<file path="src/rtl/bkpt_pkg.sv">
package bkpt_pkg;
   localparam int TRAP_NUM_W = 5;
   localparam logic [TRAP_NUM_W-1:0] ITRAP_NUM = 5'd30;
   localparam logic [TRAP_NUM_W-1:0] DTRAP_NUM = 5'd31;

   typedef enum logic [1:0] {
      ACC_LOAD  = 2'd0,
      ACC_STORE = 2'd1,
      ACC_SEMA  = 2'd2,
      ACC_PURGE = 2'd3
   } acc_kind_e;

   typedef enum logic [1:0] {
      FLD_ADDR = 2'd0,
      FLD_MASK = 2'd1,
      FLD_CTRL = 2'd2,
      FLD_RSVD = 2'd3
   } bp_fld_e;
endpackage

</file>
<file path="src/rtl/bkpt_cmp.sv">
module bkpt_cmp #(
   parameter int ADDR_W = 32
) (
   input  logic [ADDR_W-1:0] probe,
   input  logic [ADDR_W-1:0] ref_addr,
   input  logic [ADDR_W-1:0] dont_care,
   output logic              hit
);
   // masked equality: bits set in dont_care never disqualify
   assign hit = ~|((probe ^ ref_addr) & ~dont_care);
endmodule

</file>
<file path="src/rtl/bkpt_regs.sv">
module bkpt_regs
   import bkpt_pkg::*;
#(
   parameter int ADDR_W  = 32,
   parameter int NUM_IBP = 2,
   parameter int NUM_BP  = 4,
   parameter int SEL_W   = 4
) (
   input  logic              clk,
   input  logic              rst_n,
   input  logic              wr_en,
   input  logic [SEL_W-1:0]  sel,
   input  logic [ADDR_W-1:0] wdata,
   output logic [ADDR_W-1:0] addr_q [NUM_BP],
   output logic [ADDR_W-1:0] mask_q [NUM_BP],
   output logic [1:0]        ctrl_q [NUM_BP],
   output logic [ADDR_W-1:0] rd_data
);
   localparam int IDX_W = SEL_W - 2;

   logic [IDX_W-1:0] idx;
   bp_fld_e          fld;

   assign idx = sel[SEL_W-1:2];
   assign fld = bp_fld_e'(sel[1:0]);

   for (genvar b = 0; b < NUM_BP; b++) begin : g_bp
      // instruction slots keep only the enable bit
      localparam logic [1:0] CTRL_KEEP = (b < NUM_IBP) ? 2'b01 : 2'b11;

      always_ff @(posedge clk) begin
         if (!rst_n) begin
            addr_q[b] <= '0;
            mask_q[b] <= '0;
            ctrl_q[b] <= '0;
         end else if (wr_en && idx == IDX_W'(b)) begin
            case (fld)
               FLD_ADDR: addr_q[b] <= wdata;
               FLD_MASK: mask_q[b] <= wdata;
               FLD_CTRL: ctrl_q[b] <= wdata[1:0] & CTRL_KEEP;
               default:  ;
            endcase
         end
      end
   end

   always_comb begin
      rd_data = '0;
      if (int'(idx) < NUM_BP) begin
         case (fld)
            FLD_ADDR: rd_data = addr_q[idx];
            FLD_MASK: rd_data = mask_q[idx];
            FLD_CTRL: rd_data = {{(ADDR_W-2){1'b0}}, ctrl_q[idx]};
            default:  rd_data = '0;
         endcase
      end
   end
endmodule

</file>
<file path="src/rtl/bkpt_trap.sv">
module bkpt_trap
   import bkpt_pkg::*;
#(
   parameter int ADDR_W = 32
) (
   input  logic                  clk,
   input  logic                  rst_n,
   input  logic                  i_fire,
   input  logic [ADDR_W-1:0]     i_addr,
   input  logic                  d_fire,
   input  logic [ADDR_W-1:0]     d_addr,
   output logic                  trap_req,
   output logic [TRAP_NUM_W-1:0] trap_num,
   output logic [ADDR_W-1:0]     trap_addr
);
   always_ff @(posedge clk) begin
      if (!rst_n) begin
         trap_req  <= 1'b0;
         trap_num  <= '0;
         trap_addr <= '0;
      end else begin
         trap_req <= i_fire | d_fire;
         // lower interruption number wins
         if (i_fire) begin
            trap_num  <= ITRAP_NUM;
            trap_addr <= i_addr;
         end else if (d_fire) begin
            trap_num  <= DTRAP_NUM;
            trap_addr <= d_addr;
         end
      end
   end
endmodule

</file>
<file path="src/rtl/addr_bkpt_unit.sv">
module addr_bkpt_unit
   import bkpt_pkg::*;
#(
   parameter int ADDR_W  = 32,
   parameter int NUM_IBP = 2,
   parameter int NUM_DBP = 2,
   localparam int NUM_BP = NUM_IBP + NUM_DBP,
   localparam int IDX_W  = $clog2(NUM_BP),
   localparam int SEL_W  = IDX_W + 2
) (
   input  logic                  clk,
   input  logic                  rst_n,
   input  logic                  unit_en,
   input  logic                  stat_g,
   input  logic                  stat_y,
   input  logic                  stat_z,
   input  logic                  fetch_valid,
   input  logic [ADDR_W-1:0]     fetch_addr,
   input  logic                  fetch_nullified,
   input  logic                  mem_valid,
   input  logic [ADDR_W-1:0]     mem_addr,
   input  logic [1:0]            mem_kind,
   input  logic                  mem_nullified,
   input  logic                  cfg_valid,
   input  logic                  cfg_write,
   input  logic [SEL_W-1:0]      cfg_sel,
   input  logic [ADDR_W-1:0]     cfg_wdata,
   output logic [ADDR_W-1:0]     cfg_rdata,
   output logic                  cfg_emu_trap,
   output logic                  trap_req,
   output logic [TRAP_NUM_W-1:0] trap_num,
   output logic [ADDR_W-1:0]     trap_addr
);
   localparam int SLOT_W = 2 * ADDR_W + 2;
   localparam int IMG_W  = NUM_BP * SLOT_W;

   if (ADDR_W < 2) begin : g_chk_w
      $error("addr_bkpt_unit: ADDR_W must be at least 2");
   end
   if (NUM_IBP < 1 || NUM_DBP < 1) begin : g_chk_n
      $error("addr_bkpt_unit: need at least one breakpoint of each kind");
   end

   logic [ADDR_W-1:0] addr_q [NUM_BP];
   logic [ADDR_W-1:0] mask_q [NUM_BP];
   logic [1:0]        ctrl_q [NUM_BP];
   logic [ADDR_W-1:0] rd_raw;
   logic              wr_en;

   // fetch fields are used regardless of nullify; reference it to keep intent explicit
   logic fetch_null_unused;
   assign fetch_null_unused = fetch_nullified;

   assign wr_en        = cfg_valid & cfg_write & unit_en;
   assign cfg_emu_trap = cfg_valid & ~unit_en;
   assign cfg_rdata    = (cfg_valid & ~cfg_write & unit_en) ? rd_raw : '0;

   bkpt_regs #(
      .ADDR_W (ADDR_W),
      .NUM_IBP(NUM_IBP),
      .NUM_BP (NUM_BP),
      .SEL_W  (SEL_W)
   ) regs_i (
      .clk    (clk),
      .rst_n  (rst_n),
      .wr_en  (wr_en),
      .sel    (cfg_sel),
      .wdata  (cfg_wdata),
      .addr_q (addr_q),
      .mask_q (mask_q),
      .ctrl_q (ctrl_q),
      .rd_data(rd_raw)
   );

   logic [NUM_IBP-1:0] i_hit;
   logic [NUM_DBP-1:0] d_hit;
   logic               kind_rd, kind_wr;

   assign kind_rd = (mem_kind == ACC_LOAD) || (mem_kind == ACC_SEMA);
   assign kind_wr = (mem_kind != ACC_LOAD);

   for (genvar i = 0; i < NUM_IBP; i++) begin : g_ibp
      logic raw;
      bkpt_cmp #(.ADDR_W(ADDR_W)) cmp_i (
         .probe    (fetch_addr),
         .ref_addr (addr_q[i]),
         .dont_care(mask_q[i]),
         .hit      (raw)
      );
      assign i_hit[i] = raw & ctrl_q[i][0];
   end

   for (genvar d = 0; d < NUM_DBP; d++) begin : g_dbp
      localparam int S = NUM_IBP + d;
      logic raw;
      bkpt_cmp #(.ADDR_W(ADDR_W)) cmp_i (
         .probe    (mem_addr),
         .ref_addr (addr_q[S]),
         .dont_care(mask_q[S]),
         .hit      (raw)
      );
      assign d_hit[d] = raw & ((ctrl_q[S][0] & kind_rd) | (ctrl_q[S][1] & kind_wr));
   end

   logic i_fire, d_fire;
   assign i_fire = fetch_valid & stat_g & ~stat_z & (|i_hit);
   assign d_fire = mem_valid & ~mem_nullified & stat_g & ~stat_y & (|d_hit);

   bkpt_trap #(.ADDR_W(ADDR_W)) trap_i (
      .clk      (clk),
      .rst_n    (rst_n),
      .i_fire   (i_fire),
      .i_addr   (fetch_addr),
      .d_fire   (d_fire),
      .d_addr   (mem_addr),
      .trap_req (trap_req),
      .trap_num (trap_num),
      .trap_addr(trap_addr)
   );

   // flattened register image for the bound checker
   logic [IMG_W-1:0] reg_image;
   for (genvar b = 0; b < NUM_BP; b++) begin : g_img
      assign reg_image[b*SLOT_W +: SLOT_W] = {addr_q[b], mask_q[b], ctrl_q[b]};
   end
endmodule

</file>
<file path="config.mk">
export PLATFORM = sky130hd
export DESIGN_NAME = addr_bkpt_unit
export DESIGN_NICKNAME = d
export VERILOG_FILES = /design/src/rtl/bkpt_pkg.sv /design/src/rtl/bkpt_cmp.sv /design/src/rtl/bkpt_regs.sv /design/src/rtl/bkpt_trap.sv /design/src/rtl/addr_bkpt_unit.sv
export SDC_FILE = /design/constraint.sdc
export NUM_CORES = 1
export LEC_CHECK = 0
export ABC_AREA = 1
export ABC_CLOCK_PERIOD_IN_PS = 1800
export BUFFER_PORTS_ARGS = -buffer_cell sky130_fd_sc_hd__buf_2
export CAP_MARGIN = 20
export CORE_MARGIN = 8
export CORE_UTILIZATION = 35
export CTS_CLUSTER_DIAMETER = 60
export DETAILED_ROUTE_END_ITERATION = 10
export HOLD_SLACK_MARGIN = 0.02
export PLACE_DENSITY = 0.55
export SLEW_MARGIN = 30
export SYNTH_ARGS = -nofsm -noshare
export SYNTH_HDL_FRONTEND = slang
export SYNTH_HIERARCHICAL = 1
export SYNTH_SLANG_ARGS = --single-unit
</file>
<file path="constraint.sdc">
create_clock -name clk -period 1.8 [get_ports clk]
set_input_delay 0.18 -clock clk [delete_from_list [all_inputs] [get_ports clk]]
set_output_delay 0.18 -clock clk [all_outputs]
set_load 0.1 [all_outputs]
</file>
==> results of run 1 <==
==> report_power, final <==
group	total (mW)	switching [mW]	internal, mW
Combinational	1.64	1.02	0.621
Clock	7.90	3.15	4.75
Sequential	6.65	0.0291	6.62
Total	16.2	4.20	12.0
==> final timing paths <==
kind | endpoint | slack [ns] | cells after the start
worst max-delay path | trap_i/trap_addr[21]$_SDFFE_PN0P_ | -0.71 | 21
worst min-delay path | trap_i/trap_addr[3]$_SDFFE_PN0P_ | 0.03 | 5
worst max register to register | trap_i/trap_addr[21]$_SDFFE_PN0P_ | -0.71 | 21
worst min register to register | trap_i/trap_num[0]$_SDFFE_PP0P_ | 0.49 | 2
==> layout make-up <==
cell class / instances / share of cell area
antenna: 1 / 0.000101
clock buffer: 55 / 0.0449
clock inverter: 16 / 0.00704
inverter: 371 / 0.0568
multi-input combinational: 2133 / 0.388
sequential: 297 / 0.246
tap: 615 / 0.0311
timing repair buffer: 609 / 0.227
==> routing by layer <==
| layer | global-route usage | wire length [µm] | vias to the layer above |
|---|---|---|---|
| met5 | 0 | 0 | - |
| met4 | 0.0753 | 1830 | 0 |
| met3 | 0.0288 | 3740 | 100 |
| met2 | 0.409 | 33300 | 559 |
| met1 | 0.292 | 29300 | 8992 |
| li1 | - | - | 9933 |
==> metrics by stage <==
stage / util / TNS (ns) / total power [mW] / worst slack (ns)
detailed placement: 0.453 / -34.83 / 8.27 / -1.02
global placement: 0.453 / -34.72 / 8.25 / -1.05
CTS: 0.506 / -28.66 / 16.3 / -0.726
floorplan: - / -0.288 / 7.50 / -0.288
finish: 0.516 / -26.23 / 16.2 / -0.705
global route: 0.516 / -34.05 / 16.8 / -0.837
==> sequential cells by signal, summed over array words and instances, names as in the netlist <==
name	flops
trap_i/trap_addr	32
regs_i/ctrl_q	6
regs_i/mask_q	128
regs_i/addr_q	128
trap_i/trap_num	2
trap_i/trap_req	1
==> what timing repair did <==
item | 4_1_cts | 5_1_grt
setup buffers | 12 | 5
gates cloned | 2 | 3
hold endpoints to repair | 227 | 0
pin swaps | 80 | 35
gates resized for setup | 262 | 119
setup endpoints to repair | 67 | 68
hold buffers | 63 | 0
==> cells in the final DEF, fill, tap and decap left out, drive strengths merged, types with 2 or more instances in the layout <==
cell type	count
buf	543
nand3b	16
inv	374
nor3	2
nand3	180
o21ai	293
clkinvlp	3
nor2	760
dlygate4sd3	63
dfxtp	297
clkbuf	58
nand2	875
clkinv	7
bufinv	3
nand4	5
==> critical path, stage by stage, from the launching register on <==
cell	delay, ns
dfxtp_2	0.33
inv_1	0.05
nand2_1	0.04
nand3_1	0.07
nand2_1	0.07
inv_1	0.05
nand2_1	0.08
nor2_1	0.11
buf_4	0.14
nand2_4	0.05
nor2_2	0.09
nand2_1	0.06
nand2_2	0.11
nand4_1	0.30
inv_4	0.21
buf_6	0.13
inv_8	0.05
clkbuf_16	0.17
nand3_1	0.07
nand3_1	0.08
nand2_1	0.06
inv_1	0.04
==> qor.yml, run 1 <==
fin_ws_ns: -0.705
layout.cells.non_filler: 4097
grt_pass1_vias: 18700
hold_ws_ns: 0.0282
die_height_um: 236
clockBufferDepth: 3
hold_path_startpoint: "mem_addr[3]"
fin_skew_ns: 0.0269
first_iter_violations: 1424
tightest_slew_ns: 0.520
root_buffer: "clkbuf_16"
relSlewSlack: 0.656
fin_nets: 3566
regArea_um2: 6070
multi_input_area_um2: 9580
grt_antenna_before_repair: 2
syn_inst: 2946
syn_nets: 3060
synth.cell_area_um2: 17000
start_kind: "flop"
globalRouteTotalUtil: 0.232
port_buffers: 183
failed_checks: "negative setup slack"
dpl_cell_area_um2: 21700
outcome: "finished with violations"
clk_pin_slew_worst_paths_ns: 0.06
crit_arrival_ns: 2.95
grt_max_degree: 86
finalCritPeriodShare: 1.39
drv_slew: 0
insertion_delay_ns: 0.55
cts_tree: "done"
crit_required_ns: 2.25
min_path_type: "in -> reg"
vias: 19600
core_area_um2: 47800
viasPerCell: 4.78
max_freq_mhz: 399
placedCellCount: 3942
num-fill-cells: 4780
rsz0062_at_grt: "true"
h-tree-depth: 2
dieWidth_um: 236
drcViolationCount: 0
die-area_um2: 55800
io_pins: 185
ir_drop_mv: 0.478
gr-total-overflow: 0
setup_viol: 67
dr.pass1.iters: 5
power.density_nw_per_um2: 655
cp_max_fo: 6
cts.sinks: 297
routabilityCongestion: 0.857
hold_viol_final: 0
ant_nets: 0
grt_pass1_wl_mm: 104
wl_per_cell_um: 16.6
leakagePower_nw: 11.7
avgSynthCellArea_um2: 5.76
rows: 80
path_class: "reg -> reg"
hpwl_mm: 46.8
end_kind: "flop"
initial_core_util: 0.355
worstReg2RegStart: "regs_i/addr_q[102]$_SDFFE_PN0P_"
min_period_ns: 2.51
cap_violations: 0
syn2layout_area_growth_pct: 45.6
drive_gt1_frac: 0.272
critPathLaunch: "regs_i/addr_q[102]$_SDFFE_PN0P_"
cts_buffers: 40
final_cell_area_um2: 24700
yosysWarnings: 6
routed_wl_mm: 68.2
No activity file was read; power rests on OpenSTA's default activity.
==> inputs of run 2 (changes only) <==
--- a/config.mk
+++ b/config.mk
@@ -11,8 +11,10 @@
 export CAP_MARGIN = 20
+export CELL_PAD_IN_SITES_DETAIL_PLACEMENT = 1
+export CELL_PAD_IN_SITES_GLOBAL_PLACEMENT = 2
 export CORE_MARGIN = 8
-export CORE_UTILIZATION = 35
+export CORE_UTILIZATION = 28
 export CTS_CLUSTER_DIAMETER = 60
 export DETAILED_ROUTE_END_ITERATION = 10
-export HOLD_SLACK_MARGIN = 0.02
-export PLACE_DENSITY = 0.55
+export HOLD_SLACK_MARGIN = 0.05
+export PLACE_DENSITY = 0.78
 export SLEW_MARGIN = 30
--- a/constraint.sdc
+++ b/constraint.sdc
@@ -3,2 +3,2 @@
 set_output_delay 0.18 -clock clk [all_outputs]
-set_load 0.1 [all_outputs]
+set_load 0.05 [all_outputs]
==> qor.yml, run 2 (same netlist as run 1, synthesis figures left out) <==
cts.sinks: 297  # unchanged
hold_depth: 6  # +1
h-tree-depth: 2  # unchanged
ant_nets: 0  # unchanged
final_core_util: 0.419  # -0.0974
gr-total-overflow: 0  # unchanged
fin_nets: 3599  # +0.93%
drv_slew: 0  # unchanged
viasPerCell: 4.74  # -0.79%
rows: 90  # +13%
initial_core_util: 0.282  # -0.0725
hold_path_startpoint: "fetch_addr[25]"
io_pins: 185  # unchanged
first_iter_violations: 1011  # -29%
cts_buffers: 43  # +7.5%
crit_required_ns: 2.28  # +0.03 ns
rsz0062_at_grt: "true"
tightest_slew_ns: 0.537  # +0.0172 ns
fin_ws_ns: -0.562  # +0.143 ns
core_area_um2: 60100  # +26%
worstReg2RegStart: "regs_i/addr_q[25]$_SDFFE_PN0P_"
final_common_cell: "nand2_1"
crit_arrival_ns: 2.84  # -0.11 ns
wl_per_cell_um: 18.7  # +13%
n_antenna_cell: 0  # -1
cp_max_fo: 5  # -1
num-fill-cells: 7921  # +66%
failed_checks: "negative setup slack"
dieWidth_um: 262  # +11%
critPathBufInv: 4  # -4
clk_pin_slew_worst_paths_ns: 0.06  # about the same
drive_gt1_frac: 0.294  # +0.0212
vias: 20400  # +4.1%
globalRouteTotalUtil: 0.229  # -0.00368
fin_skew_ns: 0.0319  # +0.00505 ns
rrSetupSlack_ns: -0.56  # +0.14 ns
hold_viol_final: 0  # unchanged
insertion_delay_ns: 0.59  # +0.04 ns
syn2layout_area_growth_pct: 48.5
min_path_type: "in -> reg"
finalCritPeriodShare: 1.31  # -0.0795
routed_wl_mm: 80.5  # +18%
dr.pass1.iters: 5  # unchanged
die-area_um2: 68700  # +23%
max_freq_mhz: 423  # +6.1%
port_buffers: 183  # unchanged
power.density_nw_per_um2: 672  # +2.6%
reg.largest.list: "regs_i/addr_q (128), regs_i/mask_q (128), trap_i/trap_addr (32)"
start_kind: "flop"
cp_slowest_stage_delay_ns: 0.32  # about the same
tns_ns: -21.10  # +5.12 ns
setup_viol: 67  # unchanged
mostFrequentLayoutCells: "784 x nand2_1, 697 x nor2_1, 303 x inv_1, 279 x buf_4, 198 x dfxtp_1"
ir_drop_mv: 0.615  # +29%
hpwl_mm: 54.9  # +17%
clockBufferDepth: 3  # unchanged
path_class: "reg -> reg"
relSlewSlack: 0.642  # -0.0138
cts_tree: "done"
crit_chain: "inv_1 > nand2_1 > nand3_2 > nand4_1 > nor2_4 > nand2_4 > nor2_4 > nand2_1 > nand2_2 > nand2_2 > a21oi_4 > buf_6 > nor2_4 > clkbuf_16 > nand2_4 > nand3_2 > nand2_1 > inv_1"
critPathSlowestCell: "dfxtp_2"
grt_pass1_wl_mm: 122  # +18%
drcViolationCount: 0  # unchanged
grt_antenna_before_repair: 2  # unchanged
cpLargestDelayFamily: "simple AND/OR/NAND/NOR gates"
die_height_um: 262  # +11%
outcome: "finished with violations"
r2r_end: "trap_i/trap_addr[31]$_SDFFE_PN0P_"
holdPathEnd: "trap_i/trap_addr[25]$_SDFFE_PN0P_"
end_kind: "flop"
cap_violations: 0  # unchanged
leakagePower_nw: 12.0  # +2.6%
min_period_ns: 2.36  # -0.143 ns
pre_cts_slack_ns: -0.870  # +0.152 ns
reg2reg_depth: 18  # -14%
routabilityCongestion: 0.820  # -4.3%
root_buffer: "clkbuf_16"
grt_max_degree: 49  # -43%
grt_pass1_vias: 21600  # +16%
[run 2: changes by cell type in the layout (fill, tap and decap cells not counted), sizes merged]
cell and delta:
diode -1, clkinv +9, clkbuf -2, dlygate4sd3 +16
bufinv -1, buf +16
[run 2: how the worst max path moves through the flow]
stage                     cells past startpoint                      startpoint  slack, ns                                 to
after floorplan                              18  regs_i/addr_q[44]$_SDFFE_PN0P_       0.01  trap_i/trap_addr[10]$_SDFFE_PN0P_
after global placement                       20                    mem_addr[17]      -0.80  trap_i/trap_addr[15]$_SDFFE_PN0P_
after detailed placement                     20                    mem_addr[16]      -0.87   trap_i/trap_addr[9]$_SDFFE_PN0P_
after CTS                                    21  regs_i/addr_q[17]$_SDFFE_PN0P_      -0.47   trap_i/trap_addr[3]$_SDFFE_PN0P_
after global routing                         20  regs_i/addr_q[55]$_SDFFE_PN0P_      -0.68   trap_i/trap_addr[1]$_SDFFE_PN0P_
final                                        18  regs_i/addr_q[25]$_SDFFE_PN0P_      -0.56  trap_i/trap_addr[31]$_SDFFE_PN0P_
[run 2: power breakdown]
group          internal [mW]  switching (mW)  total [mW]  leakage, nW
Combinational          0.649            1.07        1.72         8.82
Sequential              6.62          0.0301        6.65         2.44
Clock                   5.08            3.48        8.56        0.706
Total                   12.4            4.58        16.9         12.0
[run 2: tightest hold or removal path, cell delays in order]
cell and delay (ns):
buf_2 0.13, buf_4 0.12, nand2_2 0.06, nand3_2 0.07, nand2_1 0.04, inv_1 0.04
[run 2: per-layer routing]
layer	wire length (µm)	share of wire	GRT usage
met3	3090	0.038	0.0306
met1	35100	0.44	0.280
met2	39500	0.49	0.409
met4	2790	0.035	0.0791
met5	0	0	0
[run 2: per-stage QoR]
stage | total power [mW] | std cells | hold slack (ns) | cell area (µm²)
finish | 16.9 | 4301 | 0.0780 | 25200
global route | 17.6 | 4301 | 0.0854 | 25200
CTS | 17.1 | 4294 | 0.0148 | 24600
detailed placement | 8.33 | 4124 | 0.500 | 21400
global placement | 8.28 | 4124 | 0.480 | 21400
floorplan | 7.49 | 2946 | 0.315 | 17000
[run 2: timing repair]
action,in CTS,in global routing
cloned,2,1
endpoints found under the setup margin,67,67
hold buffers,79,0
buffers inserted,15,9
pin swaps,102,37
hold endpoints to repair,280,0
resized for setup,386,153
[run 2: layout make-up]
| type | count | area [µm²] | area share |
|---|---|---|---|
| Multi-Input combinational cell | 2133 | 9700 | 0.385 |
| Sequential cell | 297 | 6070 | 0.241 |
| Timing Repair Buffer | 639 | 5610 | 0.223 |
| Inverter | 371 | 1410 | 0.0559 |
| Clock buffer | 55 | 1210 | 0.0481 |
| Tap cell | 782 | 978 | 0.0388 |
| Clock inverter | 24 | 215 | 0.00854 |
==> inputs of run 3 (changes only) <==
- BUFFER_PORTS_ARGS: -buffer_cell sky130_fd_sc_hd__buf_2 -> -buffer_cell sky130_fd_sc_hd__clkbuf_2
==> qor.yml, run 3 (same netlist as run 1, synthesis figures left out) <==
outcome: "finished with violations"
total_power_mw: 17.2  # +1.7%
grt_max_degree: 74  # +51%
dpl_cell_area_um2: 21700  # +1.5%
h-tree-depth: 2  # unchanged
fin_nets: 3566  # -0.92%
sw_frac_of_total: 0.263  # -0.00720
tightest_slew_ns: 0.466  # -0.0710 ns
tns_ns: -19.67  # +1.43 ns
path_class: "reg -> reg"
routed_wl_mm: 80.2  # -0.44%
crit_required_ns: 2.27  # about the same
hold_depth: 5  # -1
rrSetupSlack_ns: -0.50  # +0.06 ns
power_switching_mw: 4.54  # -0.96%
syn2layout_area_growth_pct: 46.8
leakagePower_nw: 11.6  # -3.0%
hpwl_mm: 55.0  # about the same
dieWidth_um: 262  # unchanged
min_period_ns: 2.30  # -0.0624 ns
n_antenna_cell: 0  # unchanged
dr.pass1.iters: 5  # unchanged
clock_power_share: 0.516  # +0.010
relSlewSlack: 0.689  # +0.0473
start_kind: "flop"
first_iter_violations: 923  # -8.7%
layout.cells.non_filler: 4265  # -0.84%
hold_path_startpoint: "mem_addr[6]"
cp_max_fo: 13  # +8
placedCellCount: 4109  # -0.36%
final_common_cell: "nand2_1"
grt_pass1_wl_mm: 123  # +0.66%
initial_core_util: 0.282  # unchanged
insertion_delay_ns: 0.57  # -0.02 ns
die_height_um: 262  # unchanged
ant_nets: 0  # unchanged
failed_checks: "negative setup slack"
power.density_nw_per_um2: 691  # +2.9%
wl_per_cell_um: 18.8  # +0.40%
port_buffers: 183  # unchanged
root_buffer: "clkbuf_16"
internal_power_mw: 12.7  # +2.7%
die-area_um2: 68700  # unchanged
cap_violations: 0  # unchanged
combPwrFrac: 0.098  # -0.004
viasPerCell: 4.75  # +0.17%
drive_gt1_frac: 0.276  # -0.0171
globalRouteTotalUtil: 0.230  # +0.00108
r2r_end: "trap_i/trap_addr[12]$_SDFFE_PN0P_"
reg.largest.list: "regs_i/addr_q (128), regs_i/mask_q (128), trap_i/trap_addr (32)"
final_core_util: 0.414  # -0.00460
fin_skew_ns: 0.0163  # -0.0156 ns
seq_power_share: 0.386  # -0.007
routabilityCongestion: 0.864  # +5.4%
finalCritPeriodShare: 1.28  # -0.0346
fin_ws_ns: -0.500  # +0.0624 ns
num-fill-cells: 7839  # -1.0%
setup_viol: 67  # unchanged
ir_drop_mv: 0.545  # -11%
mostFrequentLayoutCells: "808 x nand2_1, 701 x nor2_1, 299 x inv_1, 257 x buf_4, 187 x dfxtp_1"
final_cell_area_um2: 24900  # -1.1%
crit_arrival_ns: 2.77  # -0.07 ns
drv_slew: 0  # unchanged
clk_pin_slew_worst_paths_ns: 0.06  # about the same
hold_viol_final: 0  # unchanged
io_pins: 185  # unchanged
cts.sinks: 297  # unchanged
end_kind: "flop"
rsz0062_at_grt: "true"
max_freq_mhz: 435  # +2.7%
clockBufferDepth: 3  # unchanged
cts_buffers: 43  # unchanged
cts_tree: "done"
min_path_type: "in -> reg"
grt_pass1_vias: 21800  # +1.1%
core_area_um2: 60100  # unchanged
gr-total-overflow: 0  # unchanged
worstReg2RegStart: "regs_i/addr_q[17]$_SDFFE_PN0P_"
grt_antenna_before_repair: 0  # -2
drcViolationCount: 0  # unchanged
reg2reg_depth: 21  # +3
rows: 90  # unchanged
vias: 20300  # -0.67%
holdPathEnd: "trap_i/trap_addr[6]$_SDFFE_PN0P_"
## run 3: changes by cell type in the layout (fill, tap and decap cells not counted), moves of 25 or more
cell	before	now
buf_6	73	48
clkbuf_2	0	149
buf_12	49	77
buf_2	149	0
## run 3: worst max-delay path by stage
stage | startpoint | to | depth (start not counted)
3_5_place_dp | regs_i/addr_q[17]$_SDFFE_PN0P_ | trap_i/trap_addr[27]$_SDFFE_PN0P_ | 19
3_3_place_gp | mem_addr[30] | trap_i/trap_addr[0]$_SDFFE_PN0P_ | 19
5_1_grt | regs_i/addr_q[24]$_SDFFE_PN0P_ | trap_i/trap_addr[12]$_SDFFE_PN0P_ | 19
2_1_floorplan | regs_i/addr_q[44]$_SDFFE_PN0P_ | trap_i/trap_addr[10]$_SDFFE_PN0P_ | 18
4_1_cts | regs_i/addr_q[17]$_SDFFE_PN0P_ | trap_i/trap_addr[24]$_SDFFE_PN0P_ | 21
6_report | regs_i/addr_q[17]$_SDFFE_PN0P_ | trap_i/trap_addr[12]$_SDFFE_PN0P_ | 21
## run 3: cell type report
class / instances / area, µm² / area share
Clock buffer: 60 / 1260 / 0.0507
Clock inverter: 16 / 200 / 0.00803
Sequential cell: 297 / 6080 / 0.244
Tap cell: 782 / 978 / 0.0393
Multi-Input combinational cell: 2133 / 9450 / 0.379
Timing Repair Buffer: 606 / 5540 / 0.222
Inverter: 371 / 1400 / 0.0562
## run 3: per-layer routing
| metal | vias to the layer above | GRT usage | share of wire |
|---|---|---|---|
| met1 | 9851 | 0.277 | 0.44 |
| li1 | 9929 | - | - |
| met5 | - | 0 | 0 |
| met2 | 347 | 0.418 | 0.50 |
| met3 | 133 | 0.0260 | 0.032 |
| met4 | 0 | 0.0817 | 0.031 |
## run 3: power groups by stage
stage | sequential [mW] | clock [mW] | combinational (mW)
finish | 6.65 | 8.89 | 1.69
global route | 6.65 | 9.33 | 1.84
CTS | 6.65 | 9.09 | 1.67
detailed placement | 6.79 | 0 | 1.51
global placement | 6.79 | 0 | 1.47
floorplan | 6.79 | 0 | 0.698
## run 3: per-stage QoR
step           hold slack [ns]  setup WS (ns)
2_1_floorplan            0.315         0.0102
3_3_place_gp             0.484         -0.835
3_5_place_dp             0.499         -0.942
4_1_cts                 0.0530         -0.483
5_1_grt                 0.0827         -0.671
6_report                0.0807         -0.500
## run 3: what timing repair did
item                                    4_1_cts  5_1_grt
setup buffers                                 7        8
pin swaps                                    60       53
endpoints found under the hold margin       254        0
gates resized for setup                     276      136
hold buffers                                 73        0
gates cloned                                  2        0
endpoints found under the setup margin       67       67
## run 3: worst max-delay path: stages, from the launching register on
cell	delay, ns
dfxtp_2	0.33
inv_2	0.04
nand2_1	0.04
nand3b_1	0.12
nand2_2	0.07
inv_2	0.06
nand2_2	0.07
nor2_1	0.09
buf_4	0.15
nand2_4	0.06
nor2_4	0.10
nand2_1	0.06
nand2_2	0.08
nand2_2	0.07
a21oi_4	0.16
buf_12	0.18
nor2_4	0.07
buf_12	0.16
nand2_1	0.06
nand3_1	0.07
nand2_1	0.07
inv_1	0.05
